===== config.mk =====
export PLATFORM = sky130hd
export DESIGN_NAME = simd_alu
export DESIGN_NICKNAME = d
export VERILOG_FILES = /design/src/rtl/simd_alu_pkg.sv /design/src/rtl/simd_lane_addsub.sv /design/src/rtl/simd_lane_cmp.sv /design/src/rtl/simd_sad_sum.sv /design/src/rtl/simd_alu.sv
export SDC_FILE = /design/constraint.sdc
export NUM_CORES = 1
export LEC_CHECK = 0
export BUFFER_PORTS_ARGS = -buffer_cell sky130_fd_sc_hd__clkbuf_2
export CAP_MARGIN = 20
export CORE_ASPECT_RATIO = 0.75
export CORE_MARGIN = 1.5
export CORE_UTILIZATION = 40
export DETAILED_ROUTE_END_ITERATION = 10
export GPL_TIMING_DRIVEN = 0
export PLACE_DENSITY = 0.6
export SYNTH_ARGS = -nofsm -noshare
export SYNTH_HDL_FRONTEND = slang
export SYNTH_SLANG_ARGS = --single-unit

===== constraint.sdc =====
create_clock -name clk_i -period 5.9 [get_ports clk_i]
set_clock_uncertainty 0.1 [all_clocks]
set_input_delay 0.885 -clock clk_i [delete_from_list [all_inputs] [get_ports clk_i]]
set_output_delay 0.885 -clock clk_i [all_outputs]
set_load 0.005 [all_outputs]

===== src/rtl/simd_alu_pkg.sv =====
package simd_alu_pkg;
  localparam logic [1:0] LANE_B8  = 2'd0;
  localparam logic [1:0] LANE_H16 = 2'd1;

  localparam logic [2:0] OP_ADD = 3'd0;
  localparam logic [2:0] OP_SUB = 3'd1;
  localparam logic [2:0] OP_CEQ = 3'd2;
  localparam logic [2:0] OP_CGT = 3'd3;
  localparam logic [2:0] OP_SAD = 3'd4;

  function automatic logic is_lane_op(input logic [2:0] op);
    return (op == OP_ADD) || (op == OP_SUB) || (op == OP_CEQ) || (op == OP_CGT);
  endfunction
endpackage


===== src/rtl/simd_lane_addsub.sv =====
module simd_lane_addsub #(
  parameter int DATA_W = 64
) (
  input  logic [DATA_W-1:0]   a_i,
  input  logic [DATA_W-1:0]   b_i,
  input  logic                sub_i,
  input  logic [DATA_W/8-1:0] lane_start_i,
  output logic [DATA_W-1:0]   sum_o
);
  localparam int NB = DATA_W / 8;

  logic [NB-1:0] cy;  // carry into each byte
  assign cy[0] = sub_i;

  for (genvar i = 0; i < NB; i++) begin : g_byte
    logic       cin;
    logic [7:0] bx;
    // lane start cuts the chain: re-inject the subtract carry
    assign cin = lane_start_i[i] ? sub_i : cy[i];
    assign bx  = b_i[i*8 +: 8] ^ {8{sub_i}};
    if (i < NB - 1) begin : g_mid
      logic [8:0] s;
      assign s = {1'b0, a_i[i*8 +: 8]} + {1'b0, bx} + 9'(cin);
      assign sum_o[i*8 +: 8] = s[7:0];
      assign cy[i+1] = s[8];
    end else begin : g_top
      assign sum_o[i*8 +: 8] = a_i[i*8 +: 8] + bx + 8'(cin);
    end
  end
endmodule


===== src/rtl/simd_lane_cmp.sv =====
module simd_lane_cmp #(
  parameter int DATA_W = 64
) (
  input  logic [DATA_W-1:0] a_i,
  input  logic [DATA_W-1:0] b_i,
  input  logic [1:0]        lane_sel_i,
  input  logic              gt_i,
  output logic [DATA_W-1:0] mask_o
);
  import simd_alu_pkg::*;
  localparam int KINDS = 3;

  logic [KINDS-1:0][DATA_W-1:0] kind_res;

  for (genvar g = 0; g < KINDS; g++) begin : g_kind
    localparam int W = 8 << g;
    localparam int N = DATA_W / W;
    for (genvar k = 0; k < N; k++) begin : g_lane
      logic hit;
      assign hit = gt_i ? (a_i[k*W +: W] > b_i[k*W +: W])
                        : (a_i[k*W +: W] == b_i[k*W +: W]);
      assign kind_res[g][k*W +: W] = {W{hit}};
    end
  end

  always_comb begin
    case (lane_sel_i)
      LANE_B8:  mask_o = kind_res[0];
      LANE_H16: mask_o = kind_res[1];
      default:  mask_o = kind_res[2];
    endcase
  end
endmodule


===== src/rtl/simd_sad_sum.sv =====
module simd_sad_sum #(
  parameter int DATA_W = 64,
  parameter int SUM_W  = 11
) (
  input  logic [DATA_W-1:0] a_i,
  input  logic [DATA_W-1:0] b_i,
  output logic [SUM_W-1:0]  sum_o
);
  localparam int NB = DATA_W / 8;

  always_comb begin
    logic [7:0] pa, pb, d;
    sum_o = '0;
    for (int i = 0; i < NB; i++) begin
      pa = a_i[i*8 +: 8];
      pb = b_i[i*8 +: 8];
      d  = (pa > pb) ? (pa - pb) : (pb - pa);
      sum_o = sum_o + SUM_W'(d);
    end
  end
endmodule


===== src/rtl/simd_alu.sv =====
module simd_alu
  import simd_alu_pkg::*;
#(
  parameter int DATA_W    = 64,
  parameter int SAD_WORDS = 32,
  parameter int ACC_W     = 16
) (
  input  logic              clk_i,
  input  logic              rst_ni,
  input  logic              valid_i,
  input  logic              clear_i,
  input  logic [2:0]        op_i,
  input  logic [1:0]        lane_sel_i,
  input  logic [DATA_W-1:0] a_i,
  input  logic [DATA_W-1:0] b_i,
  output logic [DATA_W-1:0] result_o,
  output logic              done_o
);
  localparam int NB    = DATA_W / 8;
  localparam int SUM_W = $clog2(NB * 255 + 1);
  localparam int CNT_W = (SAD_WORDS > 1) ? $clog2(SAD_WORDS) : 1;
  localparam logic [CNT_W-1:0] LAST_BEAT = CNT_W'(SAD_WORDS - 1);

  logic [NB-1:0]     lane_start;
  logic [DATA_W-1:0] addsub_res, cmp_res, lane_res;
  logic [SUM_W-1:0]  sad_sum;
  logic [ACC_W-1:0]  acc_q, acc_base, acc_next;
  logic [CNT_W-1:0]  cnt_q, cnt_base;
  logic              lane_fire, sad_fire, sad_last;

  always_comb begin
    for (int i = 0; i < NB; i++) begin
      case (lane_sel_i)
        LANE_B8:  lane_start[i] = 1'b1;
        LANE_H16: lane_start[i] = (i % 2 == 0);
        default:  lane_start[i] = (i % 4 == 0);
      endcase
    end
  end

  simd_lane_addsub #(.DATA_W(DATA_W)) u_addsub (
    .a_i          (a_i),
    .b_i          (b_i),
    .sub_i        (op_i == OP_SUB),
    .lane_start_i (lane_start),
    .sum_o        (addsub_res)
  );

  simd_lane_cmp #(.DATA_W(DATA_W)) u_cmp (
    .a_i        (a_i),
    .b_i        (b_i),
    .lane_sel_i (lane_sel_i),
    .gt_i       (op_i == OP_CGT),
    .mask_o     (cmp_res)
  );

  simd_sad_sum #(.DATA_W(DATA_W), .SUM_W(SUM_W)) u_sad (
    .a_i   (a_i),
    .b_i   (b_i),
    .sum_o (sad_sum)
  );

  assign lane_res  = ((op_i == OP_ADD) || (op_i == OP_SUB)) ? addsub_res : cmp_res;
  assign lane_fire = valid_i && is_lane_op(op_i);
  assign sad_fire  = valid_i && (op_i == OP_SAD);

  // clear acts before a beat taken in the same cycle
  assign acc_base = clear_i ? '0 : acc_q;
  assign cnt_base = clear_i ? '0 : cnt_q;
  assign acc_next = acc_base + ACC_W'(sad_sum);
  assign sad_last = (cnt_base == LAST_BEAT);

  always_ff @(posedge clk_i or negedge rst_ni) begin
    if (!rst_ni) begin
      result_o <= '0;
      done_o   <= 1'b0;
      acc_q    <= '0;
      cnt_q    <= '0;
    end else begin
      done_o <= 1'b0;
      acc_q  <= acc_base;
      cnt_q  <= cnt_base;
      if (lane_fire) begin
        result_o <= lane_res;
        done_o   <= 1'b1;
      end else if (sad_fire) begin
        if (sad_last) begin
          result_o <= DATA_W'(acc_next);
          done_o   <= 1'b1;
          acc_q    <= '0;
          cnt_q    <= '0;
        end else begin
          acc_q <= acc_next;
          cnt_q <= cnt_base + 1'b1;
        end
      end
    end
  end
endmodule


# Word level (Yosys, flattened, before mapping)
# Cells that the tools add are included.
# classes
add_sub_neg,41
order_cmp,14
eq_ne,20
muxes,46
bitwise,8
n_reduce_logical,11
# ops
cell,n
$mux 64,4
$pmux 64 s2,1
$sub 8x8->8,16
$add 11x8->11,6
$eq 16x16->1,4
$eq 32x32->1,2
$eq 8x8->1,8
$gt 16x16->1,4
$gt 32x32->1,2
$gt 8x8->1,8
$mux 16,4
$mux 8,8
$xor 8x8->8,8
$add 8x8->9,7
$add 9x1->9,6
$mux 1,25
$mux 5,4
$add 16x11->16,1
$add 8x1->8,2
$add 8x8->8,2
$eq 3x2->1 const B,2
$add 5x1->5 const B,1
$eq 5x5->1 const B,1
$reduce_bool 2->1,2
other kinds (9),12
# totals
regBits,86
inputBits,137
out_inout_bits,65
word_cells,144

# Longest topological paths before layout
# Gate-level depths: netlist of run 1.
# logic_depth
ltp_word,13
ltp_mapped,41
ltp_nobuf,40

# Cells and area by module
# Synthesis of run 1 repeated with hierarchy kept, for this count alone.
# hier_totals
cells_unflattened,2120
area_unflattened_um2,17364.2
# modules_own_cells
mod,instances,cells_each,area_per_inst_um2,seq_area_each_um2
simd_sad_sum,1,845,6787.8,0.0
simd_alu,1,467,4648.2,2152.1
simd_lane_addsub,1,412,3221.8,0.0
simd_lane_cmp,1,396,2706.3,0.0

# Least setup slack after synthesis of run 1
# OpenSTA, ideal clock, no wires.
# synth_path
kind,input to register
from,input port op_i[2]
to,register result_o[62]
setup_time_ns,0.126
arrival_ns,8.924
required_time_ns,5.674
path_slack_ns,-3.250
cell_stages,40
path_buffers,2
path_cell_list,nor2_1 -> and2_1 -> buf_2 -> buf_1 -> xnor2_1 -> ha_1 -> nor2b_1 -> o21ai_0 -> nand2b_1 -> a21o_1 -> a21o_1 -> a21o_1 -> a211oi_1 -> nor2_1 -> fa_1 -> fa_1 -> a21o_1 -> a21o_1 -> (+4 left out) -> a31oi_1 -> fa_1 -> fa_1 -> a21o_1 -> a21o_1 -> a21o_1 -> a21oi_1 -> nor2b_1 -> o21ai_0 -> a21oi_1 -> fa_1 -> fa_1 -> a21o_1 -> a21o_1 -> a21o_1 -> a21oi_1 -> xnor2_1 -> a221o_1
# synth_via
elab_chain_cells,12
word_cells_on_any_way,34
cone_classes,8 x add/sub; 4 x eq/ne; 9 x mux; 4 x bitwise; 9 x reduce/logical
# synth_rtl
element,line,text
start: declaration,simd_alu.sv:12,"input logic [2:0] op_i,"
$eq 3x1->1,"simd_alu_pkg.sv:12, simd_alu.sv:44, simd_alu.sv:63",
$xor 8x8->8,simd_lane_addsub.sv:20,assign bx = b_i[i*8 +: 8] ^ {8{sub_i}};
$add 8x8->9,simd_lane_addsub.sv:23,"assign s = {1'b0, a_i[i*8 +: 8]} + {1'b0, bx} + 9'(cin);"
$add 9x1->9,simd_lane_addsub.sv:23,
$mux 1,simd_lane_addsub.sv:19,assign cin = lane_start_i[i] ? sub_i : cy[i];
$add 9x1->9,simd_lane_addsub.sv:23,
$mux 1,simd_lane_addsub.sv:19,
$add 9x1->9,simd_lane_addsub.sv:23,
$mux 1,simd_lane_addsub.sv:19,
$add 8x1->8,simd_lane_addsub.sv:27,assign sum_o[i*8 +: 8] = a_i[i*8 +: 8] + bx + 8'(cin);
$mux 64,simd_alu.sv:63,assign lane_res = ((op_i == OP_ADD) || (op_i == OP_SUB)) ? addsub_res : cmp_res;
$mux 64,simd_alu.sv:83,if (lane_fire) begin
end signal: assignment,simd_alu.sv:84,result_o <= lane_res;
end signal: assignment,simd_alu.sv:88,result_o <= DATA_W'(acc_next);
end: declaration,simd_alu.sv:16,"output logic [DATA_W-1:0] result_o,"
# Several ways; a longest one is shown, not always the timed one.
# A chain may end at the register's enable or synchronous reset.

# Final worst setup path of run 1
# layout_path
from,input port a_i[8]
to,register result_o[15]
# layout_via
elab_chain_cells,13
word_cells_on_any_way,27
cone_classes,12 x add/sub; 3 x order compare; 3 x eq/ne; 9 x mux
# layout_rtl
element,line,text
start: declaration,simd_alu.sv:14,"input logic [DATA_W-1:0] a_i,"
$sub 8x8->8 / $gt 8x8->1 (equally long branches),"simd_sad_sum.sv:17, simd_lane_cmp.sv:20",
$mux 8,simd_sad_sum.sv:17,d = (pa > pb) ? (pa - pb) : (pb - pa);
$add 8x8->9,simd_sad_sum.sv:18,sum_o = sum_o + SUM_W'(d);
$add 11x8->11 (6 in series),simd_sad_sum.sv:18,
$add 16x11->16,simd_alu.sv:70,assign acc_next = acc_base + ACC_W'(sad_sum);
$mux 64,simd_alu.sv:87,if (sad_last) begin
$mux 64,simd_alu.sv:86,end else if (sad_fire) begin
$mux 64 *,simd_alu.sv:83,
# Every way passes the cells marked *; elsewhere a longest branch is shown, timed or not. The select of a mux whose other input is x is not followed.

==> impl_metrics.json, run 1 <==
{
  "grt_pass1_vias": 14100,
  "reg2reg_slack_ns": 2.25,
  "synth_top_family_by_area": "adder cells",
  "grt_max_degree": 62,
  "hold_viol": 0,
  "firstDrtPassIters": 5,
  "grt-ovfl-total": 0,
  "rsz0062_at_grt": "yes",
  "syn_inst": 1708,
  "initial_core_util": 0.407,
  "syn2layout_area_growth_pct": 39.5,
  "syn_area_um2": 14200,
  "multi_input_area_um2": 12600,
  "tightest_slew_ns": 1.18,
  "synth_xor_area_frac": 0.113,
  "syn_area_per_cell_um2": 8.29,
  "dpl.hpwl_mm": 39.4,
  "r2r-end": "result_o[31]$_DFFE_PN0P_",
  "synth_compound_area_frac": 0.201,
  "cp_max_fo": 4,
  "synth.distinct_cells": 74,
  "h-tree-depth": 3,
  "drt-initial-drc-count": 1142,
  "synthMuxAreaShare": 0.0427,
  "die_w_um": 220,
  "mostFrequentLayoutCells": "206 x inv_1, 185 x clkbuf_2, 183 x ha_1, 148 x buf_4",
  "synth_adder_area_share": 0.285,
  "placementRows": 59,
  "dp_slack_ns": -3.63,
  "cts-root-buf": "clkbuf_16",
  "numCtsBuffers": 9,
  "yosysSeqAreaShare": 0.152,
  "track_usage": 0.286,
  "violations": "negative setup slack",
  "cp.arrival_ns": 8.85,
  "antenna_found_initial": 1,
  "nets": 2522,
  "routabilityCongestion": 0.934,
  "clkSinkCount": 86,
  "period_share": 1.47,
  "antenna_left": 0,
  "synthSimpleGateAreaFrac": 0.128,
  "timing.final.max_slew_violations": 0,
  "io_buffers": 200,
  "layout-drive-gt1-share": 0.340,
  "regArea_um2": 2150,
  "yosysWarnings": 0,
  "drc": 0,
  "max_stage_delay_ns": 0.52,
  "cp-end-kind": "flip-flop",
  "hp-class": "in -> async",
  "wl_per_cell_um": 20.5,
  "setup_slack_ns": -2.78,
  "cts_tree": "done",
  "clk_path_buf_depth": 2,
  "die_area_um2": 36600,
  "required_ns": 6.06,
  "post-route-min-period_ns": 8.68,
  "syn-num-nets": 2126,
  "r2r_cells": 9,
  "die_y_um": 166,
  "coreArea_um2": 34800,
  "fill_cells": 3082,
  "ys_seq_elements": 86,
  "clk_latency_ns": 0.38,
  "final_common_cell": "inv_1",
  "slowest_stage": "fa_1",
  "num_io_pins": 202,
  "synth_edf_count": 0,
  "synth-main-ff-cell": "dfrtp_1",
  "viasPerCell": 5.51,
  "critPathKind": "in -> reg",
  "fmax_mhz": 115,
  "max_slew_margin": 0.212,
  "status": "finished with violations",
  "cap_violations": 0,
  "async_flop_share": 1.00,
  "setup.worst_path.start_class": "primary input",
  "routed_wirelength_mm": 52.6,
  "clk_pin_slew_ns": 0.08,
  "reg2reg_from": "cnt_q[0]$_DFF_PN0_",
  "grt_pass1_wl_mm": 79.7,
  "vias": 14100,
  "final-setup-viol-count": 58
}
==> routing by layer <==
layer / vias to the layer above / routed length [µm] / global-route usage / part of all wire
met5: - / 0 / 0 / 0
met4: 0 / 2430 / 0.121 / 0.046
met3: 125 / 3720 / 0.0546 / 0.071
met2: 505 / 22800 / 0.430 / 0.43
met1: 6873 / 23600 / 0.398 / 0.45
li1: 6630 / - / - / -
==> state kept, by name (all words and copies together) (netlist names) <==
register and count:
acc_q 16, cnt_q 5, done_o 1, result_o 64
==> critical path, delay by kind of cell <==
| family | cells | cell delay [ns] |
|---|---|---|
| simple gates | 5 | 0.49 |
| xor+xnor | 4 | 0.68 |
| fa+ha+maj | 9 | 3.28 |
| buf+inv | 8 | 0.66 |
| compound gates | 14 | 2.85 |
==> per-stage QoR <==
step                      std cells  TNS, ns  utilization  area (µm²)  hold WS [ns]
after floorplan                1708   -67.44            -       14600         0.373
after global placement         2365  -124.20        0.465       16200         0.370
after detailed placement       2368  -127.01        0.466       16200         0.370
after CTS                      2564  -108.11        0.544       18900         0.373
after global routing           2566  -106.50        0.568       19800         0.389
final                          2566   -93.21        0.568       19800         0.361
==> how the worst max path moves through the flow <==
stage | from | endpoint | slack [ns] | cells after the start
floorplan | a_i[0] | acc_q[15]$_DFF_PN0_ | -2.36 | 40
global placement | op_i[1] | result_o[62]$_DFFE_PN0P_ | -3.68 | 41
detailed placement | op_i[1] | result_o[62]$_DFFE_PN0P_ | -3.63 | 41
CTS | op_i[1] | result_o[62]$_DFFE_PN0P_ | -2.54 | 41
global route | a_i[8] | result_o[15]$_DFFE_PN0P_ | -2.97 | 40
finish | a_i[8] | result_o[15]$_DFFE_PN0P_ | -2.78 | 40
==> layout make-up <==
cell class,count,area share
multi-input combinational,1331,0.639
clock inverter,6,0.00595
antenna,1,0.000127
timing repair buffer,387,0.143
inverter,242,0.0486
sequential,86,0.109
tap,457,0.0289
clock buffer,9,0.0114
buffer,47,0.0141
==> cell families after synthesis <==
logic type      count (synthesis)
simple gates                  376
compound gates                434
mux                            58
flops                          86
fa+ha+maj                     281
buf+inv                       291
xor+xnor                      182
==> what timing repair did <==
| action | CTS | global route |
|---|---|---|
| endpoints found under the setup margin | 59 | 62 |
| endpoints found under the hold margin | 0 | 0 |
| gates resized for setup | 199 | 172 |
| hold buffers | 0 | 0 |
| buffers inserted | 193 | 60 |
| pin swaps | 112 | 163 |
==> Yosys cell counts (15+ instances only) <==
cell type / number / area [µm²]
a221o_1: 26 / 260
nor2b_1: 37 / 231
a21o_1: 46 / 345
o21ai_0: 108 / 541
mux2i_1: 42 / 420
nand2b_1: 15 / 93.8
a21oi_1: 107 / 536
ha_1: 211 / 2640
xor2_1: 39 / 342
nor2_1: 90 / 338
o21bai_1: 23 / 173
fa_1: 70 / 1400
mux2_2: 15 / 169
nand3_1: 23 / 115
clkbuf_1: 34 / 128
nand2_1: 126 / 473
nor3_1: 22 / 110
inv_1: 242 / 908
dfrtp_1: 86 / 2150
xnor2_1: 143 / 1250
a211oi_1: 19 / 143
Power of run 1 is not shown: default switching activity piles up to over one toggle a cycle in this logic, so the estimate is an artifact.
==> run 2: changes to the inputs <==
clock period = 8.3 ns   (was 5.9 ns; I/O delays follow)
==> run 2 against run 1 <==
The run still ends with negative setup slack left. Utilization is 5.1 points lower. Die area stayed put. Critical path type unchanged. Critical endpoint is now result_o[62]$_DFFE_PN0P_. Non-clock buffer count is 96 lower.
==> impl_metrics.json, run 2 (synthesis gave the netlist of run 1 again) <==
{
  "top_register": "result_o",
  "tightest_slew_ns": 1.19,
  "h-tree-depth": 3,
  "fmax_mhz": 113,
  "clk_latency_ns": 0.38,
  "layout-drive-gt1-share": 0.259,
  "io_buffers": 200,
  "antenna_left": 0,
  "die_w_um": 220,
  "post-route-min-period_ns": 8.86,
  "syn2layout_area_growth_pct": 26.9,
  "timing.final.max_slew_violations": 0,
  "cp.arrival_ns": 9.02,
  "cts_tree": "done",
  "cp-end-kind": "flip-flop",
  "reg2reg_slack_ns": 4.96,
  "r2r_cells": 9,
  "whs_path_depth": 2,
  "initial_core_util": 0.407,
  "cts-root-buf": "clkbuf_16",
  "vias": 13300,
  "max_slew_margin": 0.199,
  "largest_reg_flops": 64,
  "hold_end": "result_o[17]$_DFFE_PN0P_",
  "viasPerCell": 5.37,
  "drc": 0,
  "slowest_stage": "fa_2",
  "numCtsBuffers": 9,
  "routabilityCongestion": 0.911,
  "period_share": 1.07,
  "top_regs": "result_o x64, acc_q x16, cnt_q x5",
  "max_stage_delay_ns": 0.41,
  "track_usage": 0.255,
  "mostFrequentLayoutCells": "228 x inv_1, 193 x clkbuf_2, 189 x ha_1, 130 x xnor2_1, 123 x nand2_1",
  "placementRows": 59,
  "final-setup-viol-count": 20,
  "firstDrtPassIters": 5,
  "setup.worst_path.start_class": "primary input",
  "hold_viol": 0,
  "grt_pass1_wl_mm": 71.8,
  "clk_path_buf_depth": 2,
  "final_common_cell": "inv_1",
  "nets": 2426,
  "dpl.hpwl_mm": 37.8,
  "reg2reg_from": "cnt_q[0]$_DFF_PN0_",
  "status": "finished with violations",
  "grt_max_degree": 52,
  "cp_max_fo": 6,
  "num_io_pins": 202,
  "cap_violations": 0,
  "clkSinkCount": 86,
  "critPathKind": "in -> reg",
  "coreArea_um2": 34800,
  "die_y_um": 166,
  "violations": "negative setup slack",
  "grt-ovfl-total": 0,
  "grt_pass1_vias": 13200,
  "wl_per_cell_um": 19.0,
  "clk_pin_slew_ns": 0.07,
  "die_area_um2": 36600,
  "cpMostUsedCell": "a21o_1",
  "setup_slack_ns": -0.558,
  "routed_wirelength_mm": 46.9,
  "antenna_found_initial": 2,
  "hp-class": "reg -> reg",
  "min-delay-start": "result_o[17]$_DFFE_PN0P_",
  "dp_slack_ns": -1.83,
  "drt-initial-drc-count": 861,
  "required_ns": 8.46,
  "rsz0062_at_grt": "yes",
  "r2r-end": "result_o[31]$_DFFE_PN0P_"
}
run 2: what timing repair did:
item                                    in CTS  in global routing
hold buffers                                 0                  0
endpoints found under the hold margin        0                  0
endpoints found under the setup margin      34                 31
cloned                                       1                  0
buffers inserted                            79                 19
resized for setup                          136                 68
pin swaps                                   96                 93
run 2: worst max-delay path by stage:
stage,from,endpoint
global placement,op_i[1],result_o[30]$_DFFE_PN0P_
finish,op_i[0],result_o[62]$_DFFE_PN0P_
floorplan,a_i[0],acc_q[15]$_DFF_PN0_
detailed placement,op_i[1],result_o[30]$_DFFE_PN0P_
CTS,a_i[0],result_o[15]$_DFFE_PN0P_
global route,a_i[11],acc_q[15]$_DFF_PN0_
run 2: cell type report:
type / count / area (µm²)
antenna: 2 / 5.00
buffer: 48 / 267
clock buffer: 9 / 225
clock inverter: 6 / 87.6
fill: 3245 / 16800
inverter: 242 / 926
multi-input combinational: 1331 / 11900
sequential: 86 / 2150
tap: 457 / 572
timing repair buffer: 290 / 1820
run 2: worst max-delay path: cells and delay by family:
| kind | cells | cell delay (ns) |
|---|---|---|
| buf+inv | 3 | 0.43 |
| xor+xnor | 2 | 0.24 |
| compound gates | 22 | 3.90 |
| fa+ha+maj | 7 | 2.59 |
| simple gates | 6 | 0.60 |
run 2: routing by layer:
layer,vias to the layer above,track usage,part of all wire,routed length [µm]
li1,6445,-,-,-
met1,6377,0.364,0.48,22500
met2,382,0.385,0.43,20400
met3,74,0.0518,0.060,2840
met4,0,0.0775,0.027,1280
met5,-,0,0,0
run 2: metrics by stage:
stage	setup TNS (ns)	cell area, µm²	hold slack (ns)	utilization	std cells
global route	-12.57	18000	0.418	0.517	2471
floorplan	-1.40	14400	0.373	-	1708
global placement	-35.68	16000	0.363	0.460	2365
detailed placement	-38.07	16100	0.374	0.462	2368
finish	-4.54	18000	0.382	0.517	2471
CTS	-4.35	17600	0.390	0.506	2462
Power of run 2 is left out for the same reason.
